==> src/rtl/codegen_pkg.sv <==
package codegen_pkg;
  typedef enum logic [2:0] {
    SLOT_INIT_A = 3'd0,
    SLOT_INIT_B = 3'd1,
    SLOT_FB_A   = 3'd2,
    SLOT_FB_B   = 3'd3,
    SLOT_OUT_A  = 3'd4,
    SLOT_OUT_B  = 3'd5,
    SLOT_LEN    = 3'd6
  } cfg_slot_e;

  typedef enum logic {
    ARR_SPLIT = 1'b0,
    ARR_CHAIN = 1'b1
  } arrangement_e;
endpackage

==> src/rtl/cfg_bank.sv <==
module cfg_bank
  import codegen_pkg::*;
#(
  parameter int W     = 14,
  parameter int LEN_W = 20,
  parameter int CFG_W = 20
) (
  input  logic                clk,
  input  logic                rst_n,
  input  logic                we,
  input  logic [2:0]          addr,
  input  logic [CFG_W-1:0]    wdata,
  input  logic                load,
  input  logic                mode_req,
  output logic [1:0][W-1:0]   stg_init,
  output logic [1:0][W-1:0]   act_fb,
  output logic [1:0][W-1:0]   act_out,
  output logic [LEN_W-1:0]    act_len,
  output arrangement_e        act_mode
);
  logic [1:0][W-1:0] stg_fb, stg_out;
  logic [LEN_W-1:0]  stg_len;

  always_ff @(posedge clk) begin
    if (!rst_n) begin
      stg_init <= '0;
      stg_fb   <= '0;
      stg_out  <= '0;
      stg_len  <= '0;
    end else if (we) begin
      case (cfg_slot_e'(addr))
        SLOT_INIT_A: stg_init[0] <= wdata[W-1:0];
        SLOT_INIT_B: stg_init[1] <= wdata[W-1:0];
        SLOT_FB_A:   stg_fb[0]   <= wdata[W-1:0];
        SLOT_FB_B:   stg_fb[1]   <= wdata[W-1:0];
        SLOT_OUT_A:  stg_out[0]  <= wdata[W-1:0];
        SLOT_OUT_B:  stg_out[1]  <= wdata[W-1:0];
        SLOT_LEN:    stg_len     <= wdata[LEN_W-1:0];
        default: ;
      endcase
    end
  end

  always_ff @(posedge clk) begin
    if (!rst_n) begin
      act_fb   <= '0;
      act_out  <= '0;
      act_len  <= '0;
      act_mode <= ARR_SPLIT;
    end else if (load) begin
      act_fb   <= stg_fb;
      act_out  <= stg_out;
      act_len  <= stg_len;
      act_mode <= arrangement_e'(mode_req);
    end
  end


  stage_hold_chk: assert property (@(posedge clk) disable iff (!rst_n)
    !load |=> ($stable(act_fb) && $stable(act_out) && $stable(act_len) && $stable(act_mode)));
endmodule

==> src/rtl/lfsr_pair.sv <==
module lfsr_pair
  import codegen_pkg::*;
#(
  parameter int W = 14
) (
  input  logic              clk,
  input  logic              rst_n,
  input  logic              load,
  input  logic              shift,
  input  arrangement_e      arr,
  input  logic [1:0][W-1:0] init,
  input  logic [1:0][W-1:0] fb_mask,
  input  logic [1:0][W-1:0] out_mask,
  output logic              chip
);
  logic [1:0][W-1:0] sr_q, sr_nxt;
  logic [1:0]        fb_par, out_par;
  logic [1:0]        lsb_in;

  for (genvar g = 0; g < 2; g++) begin : g_lane
    assign fb_par[g]  = ^(sr_q[g] & fb_mask[g]);
    assign out_par[g] = ^(sr_q[g] & out_mask[g]);
    assign sr_nxt[g]  = {sr_q[g][W-2:0], lsb_in[g]};

    always_ff @(posedge clk) begin
      if (!rst_n)     sr_q[g] <= '0;
      else if (load)  sr_q[g] <= init[g];
      else if (shift) sr_q[g] <= sr_nxt[g];
    end
  end

  always_comb begin
    if (arr == ARR_CHAIN) begin
      lsb_in[0] = fb_par[0] ^ fb_par[1];
      lsb_in[1] = sr_q[0][W-1];
    end else begin
      lsb_in = fb_par;
    end
  end

  assign chip = out_par[0] ^ out_par[1];


  idle_hold_chk: assert property (@(posedge clk) disable iff (!rst_n)
    (!load && !shift) |=> ($stable(sr_q) && $stable(chip)));


  chain_link_chk: assert property (@(posedge clk) disable iff (!rst_n)
    (shift && !load && arr == ARR_CHAIN) |=> (sr_q[1][0] == $past(sr_q[0][W-1])));
endmodule

==> src/rtl/epoch_ctr.sv <==
module epoch_ctr #(
  parameter int LEN_W = 20
) (
  input  logic             clk,
  input  logic             rst_n,
  input  logic             restart,
  input  logic             shift,
  input  logic [LEN_W-1:0] len,
  output logic             wrap,
  output logic             epoch
);
  logic [LEN_W-1:0] cnt_q;
  logic [LEN_W-1:0] last_idx;

  assign last_idx = LEN_W'(len - 1'b1);
  assign wrap     = shift && (cnt_q == last_idx);

  always_ff @(posedge clk) begin
    if (!rst_n) begin
      cnt_q <= '0;
      epoch <= 1'b0;
    end else begin
      epoch <= wrap;
      if (restart || wrap) cnt_q <= '0;
      else if (shift)      cnt_q <= cnt_q + 1'b1;
    end
  end


  cnt_range_chk: assert property (@(posedge clk) disable iff (!rst_n)
    (len != '0) |-> (cnt_q < len));


  epoch_zero_chk: assert property (@(posedge clk) disable iff (!rst_n)
    epoch |-> (cnt_q == '0));
endmodule

==> src/rtl/dual_lfsr_codegen.sv <==
module dual_lfsr_codegen
  import codegen_pkg::*;
#(
  parameter  int W     = 14,
  parameter  int LEN_W = 20,
  localparam int CFG_W = (W > LEN_W) ? W : LEN_W
) (
  input  logic             clk,
  input  logic             rst_n,
  input  logic             cfg_we,
  input  logic [2:0]       cfg_addr,
  input  logic [CFG_W-1:0] cfg_wdata,
  input  logic             mode_i,
  input  logic             restart_i,
  input  logic             chip_en_i,
  output logic             chip_o,
  output logic             epoch_o
);
  logic              shift, wrap, load;
  logic [1:0][W-1:0] stg_init, act_fb, act_out;
  logic [LEN_W-1:0]  act_len;
  arrangement_e      act_mode;

  assign shift = chip_en_i && !restart_i;
  assign load  = restart_i || wrap;

  cfg_bank #(.W(W), .LEN_W(LEN_W), .CFG_W(CFG_W)) u_cfg (
    .clk      (clk),
    .rst_n    (rst_n),
    .we       (cfg_we),
    .addr     (cfg_addr),
    .wdata    (cfg_wdata),
    .load     (load),
    .mode_req (mode_i),
    .stg_init (stg_init),
    .act_fb   (act_fb),
    .act_out  (act_out),
    .act_len  (act_len),
    .act_mode (act_mode)
  );

  epoch_ctr #(.LEN_W(LEN_W)) u_ctr (
    .clk     (clk),
    .rst_n   (rst_n),
    .restart (restart_i),
    .shift   (shift),
    .len     (act_len),
    .wrap    (wrap),
    .epoch   (epoch_o)
  );

  lfsr_pair #(.W(W)) u_pair (
    .clk      (clk),
    .rst_n    (rst_n),
    .load     (load),
    .shift    (shift),
    .arr      (act_mode),
    .init     (stg_init),
    .fb_mask  (act_fb),
    .out_mask (act_out),
    .chip     (chip_o)
  );


  restart_quiet_chk: assert property (@(posedge clk) disable iff (!rst_n)
    restart_i |=> !epoch_o);
endmodule

==> config.mk <==
export PLATFORM = sky130hd
export DESIGN_NAME = dual_lfsr_codegen
export DESIGN_NICKNAME = d
export VERILOG_FILES = /design/src/rtl/codegen_pkg.sv /design/src/rtl/cfg_bank.sv /design/src/rtl/lfsr_pair.sv /design/src/rtl/epoch_ctr.sv /design/src/rtl/dual_lfsr_codegen.sv
export SDC_FILE = /design/constraint.sdc
export NUM_CORES = 1
export LEC_CHECK = 0
export BUFFER_PORTS_ARGS = -buffer_cell sky130_fd_sc_hd__buf_4
export CORE_ASPECT_RATIO = 0.75
export CORE_MARGIN = 3
export CORE_UTILIZATION = 65
export DETAILED_ROUTE_END_ITERATION = 10
export GPL_TIMING_DRIVEN = 0
export PLACE_DENSITY_LB_ADDON = 0.1
export RECOVER_POWER = 25
export SYNTH_ARGS = -nofsm -noshare
export SYNTH_HDL_FRONTEND = slang
export SYNTH_HIERARCHICAL = 1
export SYNTH_SLANG_ARGS = --single-unit
==> constraint.sdc <==
create_clock -name clk -period 9.8 [get_ports clk]
set_clock_uncertainty 0.15 [all_clocks]
set_input_delay 0.98 -clock clk [delete_from_list [all_inputs] [get_ports clk]]
set_output_delay 0.98 -clock clk [all_outputs]
set_load 0.01 [all_outputs]
== Yosys cells after proc, flatten, opt, wreduce, memory -nomap -nowiden ==
Cells that the tools add are included.

* Register bits: 230
* Input port bits: 29

* $add $sub $neg: 2
* Equal/unequal tests: 7
* Muxes and demuxes: 5
* Bitwise operators: 7
* Reductions and logical operators: 18

{| class="wikitable"
|+ Operator list
! operator !! number
|-
| AND 14 bit || 4
|-
| 2-to-1 mux 14 bit || 4
|-
| parity 14 bit || 4
|-
| adder 20 x 1 -> 20 bit (second input constant) || 1
|-
| equality test 20 bit || 1
|-
| subtractor 20 x 1 -> 20 bit (second input constant) || 1
|-
| AND reduction 2 bit || 7
|-
| equality test 3 bit (second input constant) || 3
|-
| equality test 3 x 2 -> 1 bit (second input constant) || 2
|-
| equality test 3 x 1 -> 1 bit (second input constant) || 1
|-
| zero test 3 bit || 1
|-
| logical AND 1 bit || 2
|-
| 2-to-1 mux 2 bit || 1
|-
| nonzero test 2 bit || 1
|-
| OR reduction 2 bit || 1
|-
| bitwise XOR 1 bit || 2
|-
| zero test 1 bit || 1
|-
| logical OR 1 bit || 1
|-
| inverter 1 bit || 1
|}

== Logic depth before layout (Yosys ltp) ==
Gate-level depths: netlist of run 1.

* Depth after elaboration: 6
* Mapped depth: 16
* Mapped depth without buffers: 12

== Modules after synthesis ==
The synthesis of run 1 kept the hierarchy.

{| class="wikitable"
|+ Modules (own cells, without submodules)
! module !! times used !! cells an instance !! area each (sq um)
|-
| cfg_bank || 1 || 613 || 6646.4
|-
| lfsr_pair || 1 || 259 || 1989.4
|-
| epoch_ctr || 1 || 197 || 1701.6
|-
| dual_lfsr_codegen || 1 || 2 || 15.0
|}

== Least setup slack after synthesis of run 1 ==
Ideal clock, no wire load.

* Path kind: input -> register
* Start: input restart_i
* End: register u_cfg/act_fb[0] in the netlist's numbering
* Data arrival time: 3.527 ns
* Path slack: 6.007 ns
* Stages on the path: 12
* Buffers on the path: 3
* Cells stage by stage: and2b_2 > nand3_1 > or4_4 > nor4_4 > nand4_1 > nor3_1 > or2_1 > clkbuf_1 > buf_2 > buf_2 > mux2i_1 > nor2b_1

* Word-level cells in the longest chain between the ends: 4

{| class="wikitable"
|+ RTL lines
! element !! RTL line !! source
|-
| start, declared || dual_lfsr_codegen.sv:14 || <nowiki>input logic restart_i,</nowiki>
|-
| zero test 1 bit || dual_lfsr_codegen.sv:24 || <nowiki>assign shift = chip_en_i && !restart_i;</nowiki>
|-
| logical AND 1 bit || dual_lfsr_codegen.sv:24 ||
|-
| logical AND 1 bit || epoch_ctr.sv:16 || <nowiki>assign wrap = shift && (cnt_q == last_idx);</nowiki>
|-
| named net wrap || dual_lfsr_codegen.sv:19 || <nowiki>logic shift, wrap, load;</nowiki>
|-
| logical OR 1 bit || dual_lfsr_codegen.sv:25 || <nowiki>assign load = restart_i || wrap;</nowiki>
|-
| named net load || dual_lfsr_codegen.sv:19 ||
|-
| end signal, assigned || cfg_bank.sv:51 || <nowiki>act_fb <= stg_fb;</nowiki>
|-
| end, declared || cfg_bank.sv:16 || <nowiki>output logic [1:0][W-1:0] act_fb,</nowiki>
|}

The timed path passes the listed nets, and every way through them passes these cells.
A chain may end at the register's enable or synchronous reset.

== Worst setup path after layout of run 1 ==
* Start: register u_cfg.act_len[0]
* End: register u_cfg/act_fb[25] in the netlist's numbering

* Word-level cells in the longest chain between the ends: 4

{| class="wikitable"
|+ RTL lines
! element !! RTL line !! source
|-
| start, declared || cfg_bank.sv:18 || <nowiki>output logic [LEN_W-1:0] act_len,</nowiki>
|-
| start signal, assigned || cfg_bank.sv:53 || <nowiki>act_len <= stg_len;</nowiki>
|-
| subtractor 20 x 1 -> 20 bit || epoch_ctr.sv:15 || <nowiki>assign last_idx = LEN_W'(len - 1'b1);</nowiki>
|-
| equality test 20 bit || epoch_ctr.sv:16 ||
|-
| logical AND 1 bit || epoch_ctr.sv:16 ||
|-
| named net wrap || dual_lfsr_codegen.sv:19 ||
|-
| logical OR 1 bit || dual_lfsr_codegen.sv:25 ||
|-
| named net load || dual_lfsr_codegen.sv:19 ||
|}

The timed path passes the listed nets, and every way through them passes these cells.

==> reports/results.txt, run 1 <==
status -> finished, final reports clean
Synth Cell Area -> 0.01035 mm²
DP HPWL -> 18.29 mm
clock transition at the registers of the reported paths -> 0.06 ns
initial antenna violation count -> 0
Setup violations, final -> 0
DRT Wirelength -> 26.04 mm
fillers -> 1126
Row Count -> 39
Die X-Extent -> 151.7 µm
max cap viols -> 0
Max Slew Vio Count -> 0
largest net degree at the start of global routing -> 15
CTS Buf Count -> 23
Setup WS pre-CTS -> 5.142 ns
worst rel slew slack -> 49.71%
placed cells -> 1306
clock latency on the worst-skew pair -> 0.51 ns
Worst Hold Class -> reg -> reg
Worst Tran Pin Value -> 0.7447 ns
hold_buf cts -> 0
Initial DRT Pass Iterations -> 5
Min Clock Period, post-route -> 4.422 ns
setup ws final -> 5.378 ns
total core area -> 0.01542 mm²
drt wl/cell -> 19.33 µm
vias -> 7698
total gr overflow -> 0
# Post-CTS Setup Buffers -> 0
cell taking the most area after synthesis -> dfxtp_1
CTS max path bufs -> 3
FF+latch count, synth -> 230
CTS tree -> built
Yosys top cell area share -> 44.48%
crit path max fanout -> 10
Post-Syn Instances -> 1071
slowest cell on the critical path -> nor3b_1
Worst VDD drop -> 0.1799 mV
H-tree depth -> 1
ranking of synthesized cells by area -> dfxtp_1, mux2i_1, nand2_1, xnor2_1, nor2b_1
crit-path leading delay family -> simple AND/OR/NAND/NOR gates
Synth Area per Inst -> 9.666 µm²
input/output buffers -> 30
leakage -> 4.939 nW
Critical Path, Cell by Cell -> buf_6 > inv_1 > ha_1 > nor3b_1 > nand4_1 > o31ai_1 > and3_1 > nand4_1 > nor3_1 > or2_1 > clkbuf_1 > buf_2 > buf_2 > mux2i_1 > nor2b_1
CP required -> 10.05 ns
Main synth FF type -> dfxtp_1
Layout area overhead -> 12.03%
vias in the first global route -> 7542
Crit. End Element -> register
Routed Antenna Nets -> 0
Max Freq -> 0.2262 GHz
DIE HEIGHT -> 115.3 µm
Commonest cells post-synth -> dfxtp_1, mux2i_1, nand2_1, nor2b_1, nor2_1
yosys warns -> 6
Layout Nets -> 1157
library cells used by synthesis -> 56
endpoints failing hold -> 0
R2R setup slack -> 5.38 ns
I/O pins -> 31
Layout Cells excl Fill -> 1347
crit path kind -> reg -> reg
Async S/R FF share, synth -> 0%
first-pass GRT wire length -> 41.43 mm
Mapped Nets -> 1102
TritonCTS Sinks -> 230
DR vias/cell -> 5.715
die footprint -> 0.01749 mm²
layout cells sized above 1 -> 11.03%
sequential-to-total area share from yosys stat -> 44.48%
power per cell area -> 171.3 mW/mm²
Initial Util -> 67.14%
Buf/Inv on CP -> 5
Max stage delay on crit path -> 0.65 ns
TNS Setup -> 0 ns
Tcrit/Tclk final -> 45.12%
# DRC -> 0
crit path launch type -> register
Overall Global Routing Usage -> 30.63%
post_cts resized -> 0
Arrival @ worst endpoint -> 4.67 ns
unrepaired setup endpoints after global routing -> false
cell with the most instances after synthesis -> dfxtp_1
Post-synth EDFFs -> 0
DR iter-0 viols -> 709
Placer Congestion -> 0.9271
ant diodes -> 0
Root Driver -> clkbuf_16
fin util -> 75.21%
==> logic make-up (layout without fill, tap and decap cells) <==
logic type,Yosys count,count (layout),share of synthesized area (%)
AO/OA/AOI/OAI,52,52,3.348
XOR/XNOR,97,97,8.956
adder cells (fa/ha/maj),2,2,0.2417
buffers and inverters,69,140,3.094
flip-flops,230,230,44.48
multiplexers,209,209,20.21
AND/OR/NAND/NOR,412,412,19.68
==> per-layer routing <==
| metal | up-vias | routed length, µm | track usage (%) |
|---|---|---|---|
| li1 | 3695 | - | - |
| met1 | 3668 | 12050 | 44.42 |
| met2 | 281 | 11220 | 46.89 |
| met3 | 54 | 2090 | 5.871 |
| met4 | 0 | 672 | 8.618 |
| met5 | - | 0 | 1.111 |
==> placed cells by master, fill, tap and decap left out, types with 3 or more instances in the layout <==
master and n:
clkbuf_8 6, buf_2 22, a21oi_1 31, o31ai_1 4, mux2i_1 209, or4_1 4
inv_1 7, xnor3_1 4, nand2_1 187, and3_1 8, nor4_1 3, buf_4 29
nand4_1 9, buf_6 4, xor2_1 31, xnor2_1 59, xnor2_2 3, nor2_2 20
clkbuf_16 23, nor2b_1 77, buf_1 3, nand3_1 8, nor3_1 4, nor4_4 3
dfxtp_1 230, clkbuf_1 39, o211ai_1 3, nand4b_1 3, nor2_1 67, nor3b_1 3
==> registers in the layout, indices dropped and copies added, names as in the netlist <==
name / count
u_cfg/stg_fb: 28
u_pair/sr_q: 2
u_cfg/stg_len: 20
u_cfg/stg_out: 28
u_cfg/act_len: 20
u_cfg/act_mode: 1
u_ctr/epoch: 1
u_cfg/act_fb: 28
u_pair/sr_nxt: 26
u_cfg/stg_init: 28
u_cfg/act_out: 28
u_ctr/cnt_q: 20
==> worst reg2reg max path: cells and delay by family (launching register included) <==
family          cells  cell delay [ns]
compound gates      1             0.24
mux                 1             0.26
fa+ha+maj           1             0.26
flops               1             0.32
simple gates        7             1.90
buf+inv             5             1.19
==> per-stage QoR <==
stage	total power (W)	instance area [µm²]	hold WS (ns)
3_3_place_gp	0.001101	10830	0.2933
3_5_place_dp	0.001104	10830	0.2979
2_1_floorplan	0.001059	10350	0.2848
4_1_cts	0.001992	11600	0.3087
5_1_grt	0.002037	11600	0.3319
6_report	0.001986	11600	0.3063
==> report_power, final <==
part | switching, W | total (W) | internal [W]
clock | 0.000367 | 0.000900 | 0.000533
sequential | 0.00000953 | 0.000958 | 0.000949
combinational | 0.0000796 | 0.000128 | 0.0000485
==> area by class of cell <==
class                           instances  area, µm²  area share [%]
Multi-Input combinational cell        772       5428           46.80
Sequential cell                       230       4604           39.70
Clock buffer                           35      680.7           5.869
Buffer                                 61      290.3           2.503
Tap cell                              205      256.5           2.212
Timing Repair Buffer                   30      217.7           1.877
Clock inverter                          6      90.09          0.7768
Inverter                                8      30.03          0.2589
==> worst paths after layout <==
kind                           start                 end  cells past startpoint
setup / recovery    u_cfg/act_len[0]    u_cfg/act_fb[25]                     15
hold / removal    u_cfg/stg_init[22]  u_cfg/stg_init[22]                      2
setup reg to reg    u_cfg/act_len[0]    u_cfg/act_fb[25]                     15
hold reg to reg   u_cfg/stg_init[22]  u_cfg/stg_init[22]                      2
Power figures use the tool's default switching activity.
==> inputs of run 2 (changes only) <==
--- a/config.mk
+++ b/config.mk
@@ -5,10 +5,11 @@
 export SDC_FILE = /design/constraint.sdc
 export NUM_CORES = 1
 export LEC_CHECK = 0
+export ABC_AREA = 1
 export BUFFER_PORTS_ARGS = -buffer_cell sky130_fd_sc_hd__buf_4
 export CORE_ASPECT_RATIO = 0.75
 export CORE_MARGIN = 3
-export CORE_UTILIZATION = 65
+export CORE_UTILIZATION = 63
 export DETAILED_ROUTE_END_ITERATION = 10
 export GPL_TIMING_DRIVEN = 0
 export PLACE_DENSITY_LB_ADDON = 0.1
==> constraint.sdc (replaced) <==
create_clock -name clk -period 4.5 [get_ports clk]
set_clock_uncertainty 0.15 [all_clocks]
set_input_delay 0.45 -clock clk [delete_from_list [all_inputs] [get_ports clk]]
set_output_delay 0.45 -clock clk [all_outputs]
set_load 0.01 [all_outputs]
==> run 2 against run 1 <==
Compared with the run above: sequential share of layout area decreased by 2.6 points; via count rose by 43%; synthesized cell count is 61% higher; wire length grew 23%.
==> reports/results.txt, run 2 <==
clock latency on the worst-skew pair -> 0.51 ns (about the same)
Mapped Nets -> 1750 (+59%)
yosys warns -> 6 (unchanged)
CTS tree -> built
input/output buffers -> 30 (unchanged)
I/O pins -> 31 (unchanged)
first-pass GRT wire length -> 51.02 mm (+23%)
Hold Slack -> 0.02389 ns (-0.2824 ns)
Min Clock Period, post-route -> 4.175 ns (-0.2462 ns)
Initial Util -> 65.35% (-1.8 points)
Row Count -> 41 (+5.1%)
Async S/R FF share, synth -> 0% (unchanged)
initial antenna violation count -> 0 (unchanged)
Tcrit/Tclk final -> 92.79% (+48 points)
cell taking the most area after synthesis -> dfxtp_1
max cap viols -> 0 (unchanged)
commonest non-fill, non-tap cell in the layout -> nand2_1
ranking of synthesized cells by area -> dfxtp_1, nand2_1, nor2_1, nand3_1, inv_1
Yosys top cell area share -> 41.12% (-3.4 points)
FF+latch count, synth -> 230 (unchanged)
CTS Buf Count -> 23 (unchanged)
Reg-to-Reg Start -> u_cfg/act_len[0]
Hold Path Cell Cnt -> 3 (+1)
Die X-Extent -> 159.9 µm (+5.4%)
Max Slew Vio Count -> 0 (unchanged)
Initial DRT Pass Iterations -> 6 (+1)
DP HPWL -> 23.25 mm (+27%)
Synth Area per Inst -> 6.514 µm² (-33%)
DR iter-0 viols -> 1302 (+84%)
Synth Cell Area -> 0.01120 mm² (+8.2%)
worst rel slew slack -> 45.29% (-4.4 points)
crit path kind -> reg -> reg
unrepaired setup endpoints after global routing -> false
crit path max fanout -> 10 (unchanged)
Root Driver -> clkbuf_16
Worst R2R End -> u_pair/sr_nxt[15]
Commonest cells post-synth -> nand2_1, nor2_1, dfxtp_1, inv_1, nand3_1
Crit. Startpoint -> u_cfg/act_len[0]
ant diodes -> 0 (unchanged)
clock transition at the registers of the reported paths -> 0.06 ns (about the same)
largest net degree at the start of global routing -> 15 (unchanged)
total gr overflow -> 0 (unchanged)
total core area -> 0.01713 mm² (+11%)
R2R setup slack -> 0.32 ns (-5.05 ns)
die footprint -> 0.01943 mm² (+11%)
TritonCTS Sinks -> 230 (unchanged)
power per cell area -> 363.1 mW/mm² (+110%)
DRT Wirelength -> 31.96 mm (+23%)
Setup WS pre-CTS -> 0.3373 ns (-4.805 ns)
Post-Syn Instances -> 1719 (+61%)
CP required -> 4.78 ns (-5.27 ns)
layout cells sized above 1 -> 9.289% (-1.7 points)
Post-synth EDFFs -> 0 (unchanged)
Arrival @ worst endpoint -> 4.45 ns (-0.22 ns)
sequential-to-total area share from yosys stat -> 41.12% (-3.4 points)
Setup violations, final -> 0 (unchanged)
Placer Congestion -> 0.9546 (+3.0%)
H-tree depth -> 1 (unchanged)
status -> finished, final reports clean
Worst VDD drop -> 0.3389 mV (+88%)
leakage -> 5.768 nW (+17%)
Overall Global Routing Usage -> 32.76% (+2.1 points)
Setup crit end -> u_pair/sr_nxt[15]
vias in the first global route -> 9951 (+32%)
crit path launch type -> register
Main synth FF type -> dfxtp_1
Routed Antenna Nets -> 0 (unchanged)
vias -> 11020 (+43%)
Worst Hold Class -> in -> reg
cell with the most instances after synthesis -> nand2_1
CTS max path bufs -> 3 (unchanged)
drt wl/cell -> 15.80 µm (-18%)
DIE HEIGHT -> 121.5 µm (+5.3%)
setup ws final -> 0.3246 ns (-5.054 ns)
Worst Tran Pin Value -> 0.8207 ns (+0.07600 ns)
most frequent cells in the layout -> nand2_1, nor2_1, dfxtp_1, inv_1, nand3_1
Crit. End Element -> register
Layout area overhead -> 10.92%
# DRC -> 0 (unchanged)
path depth of the worst reg2reg path -> 20 (+5)
TNS Setup -> 0 ns (unchanged)
library cells used by synthesis -> 35 (-38%)
hold_buf cts -> 0 (unchanged)
endpoints failing hold -> 0 (unchanged)
DR vias/cell -> 5.445 (-4.7%)
Layout Nets -> 1805 (+56%)
Max Freq -> 0.2395 GHz (+5.9%)
-- run 2: cell count changes after synthesis, moves of 93 or more --
cell,change
o21ai_0,+93
inv_1,+138
nand3_1,+128
mux2i_1,-209
nor2_1,+351
nand2_1,+277
-- run 2: what timing repair did --
action	CTS	global route
buffers inserted	0	0
gates resized for setup	0	5
endpoints found under the setup margin	0	16
-- run 2: metrics by stage --
step	util [%]	instance area (µm²)	cells	power, W
after floorplan	-	11200	1719	0.002524
after global placement	68.39	11720	1985	0.002673
after detailed placement	68.39	11720	1985	0.002685
after CTS	72.54	12430	2023	0.004509
after global routing	72.48	12420	2023	0.004668
final	72.48	12420	2023	0.004510
-- run 2: report_power, final --
part / switching, W / internal, W
sequential: 0.0000508 / 0.00211
combinational: 0.000346 / 0.000155
clock: 0.000793 / 0.00105
total: 0.00119 / 0.00332
-- run 2: cells by family after synthesis --
logic type / after synthesis / share of synthesized area, %
buffers and inverters: 225 / 8.369
DFF: 230 / 41.12
AOI/OAI and AO/OA: 124 / 6.090
xor gates and xnor gates: 54 / 4.425
adders and majority gates: 2 / 0.2235
and+or+nand+nor: 1084 / 39.77
-- run 2: layout make-up --
class                   count  area, µm²
repair buffers             30      221.5
flip-flops and latches    230       4604
plain buffers              75      369.1
well taps                 236      295.3
clock inverters             9      72.57
fillers                  1532       4715
inverters                 150      563.0
multi-input cells        1264       5655
clock buffers              29      638.1
-- run 2: worst min-delay path by stage --
| stage | start | to | slack, ns |
|---|---|---|---|
| 4_1_cts | mode_i | u_cfg/act_mode | 0.01 |
| 6_report | mode_i | u_cfg/act_mode | 0.02 |
| 5_1_grt | mode_i | u_cfg/act_mode | 0.06 |
| 2_1_floorplan | u_cfg/stg_init[26] | u_cfg/stg_init[26] | 0.30 |
| 3_5_place_dp | u_cfg/stg_init[2] | u_cfg/stg_init[2] | 0.32 |
| 3_3_place_gp | u_cfg/stg_init[20] | u_cfg/stg_init[20] | 0.31 |
-- run 2: worst max-delay path, stage by stage (launching register included) --
cell	delay (ns)
dfxtp_1	0.55
inv_1	0.22
ha_1	0.35
inv_1	0.05
nand2_1	0.06
o21ai_0	0.07
nor2_1	0.12
nand2_1	0.06
nor2_1	0.20
nand2_1	0.09
nor2_1	0.14
nand2_1	0.12
nor2_2	0.10
nand3_2	0.10
inv_1	0.07
inv_1	0.03
nand2_1	0.36
clkbuf_1	0.51
clkbuf_2	0.39
a22oi_1	0.15
a21oi_1	0.19
-- run 2: per-layer routing --
layer	part of all wire [%]	global-route usage (%)
met3	11	6.585
met1	46	48.13
met4	2.2	9.051
met2	41	49.02
met5	0	0
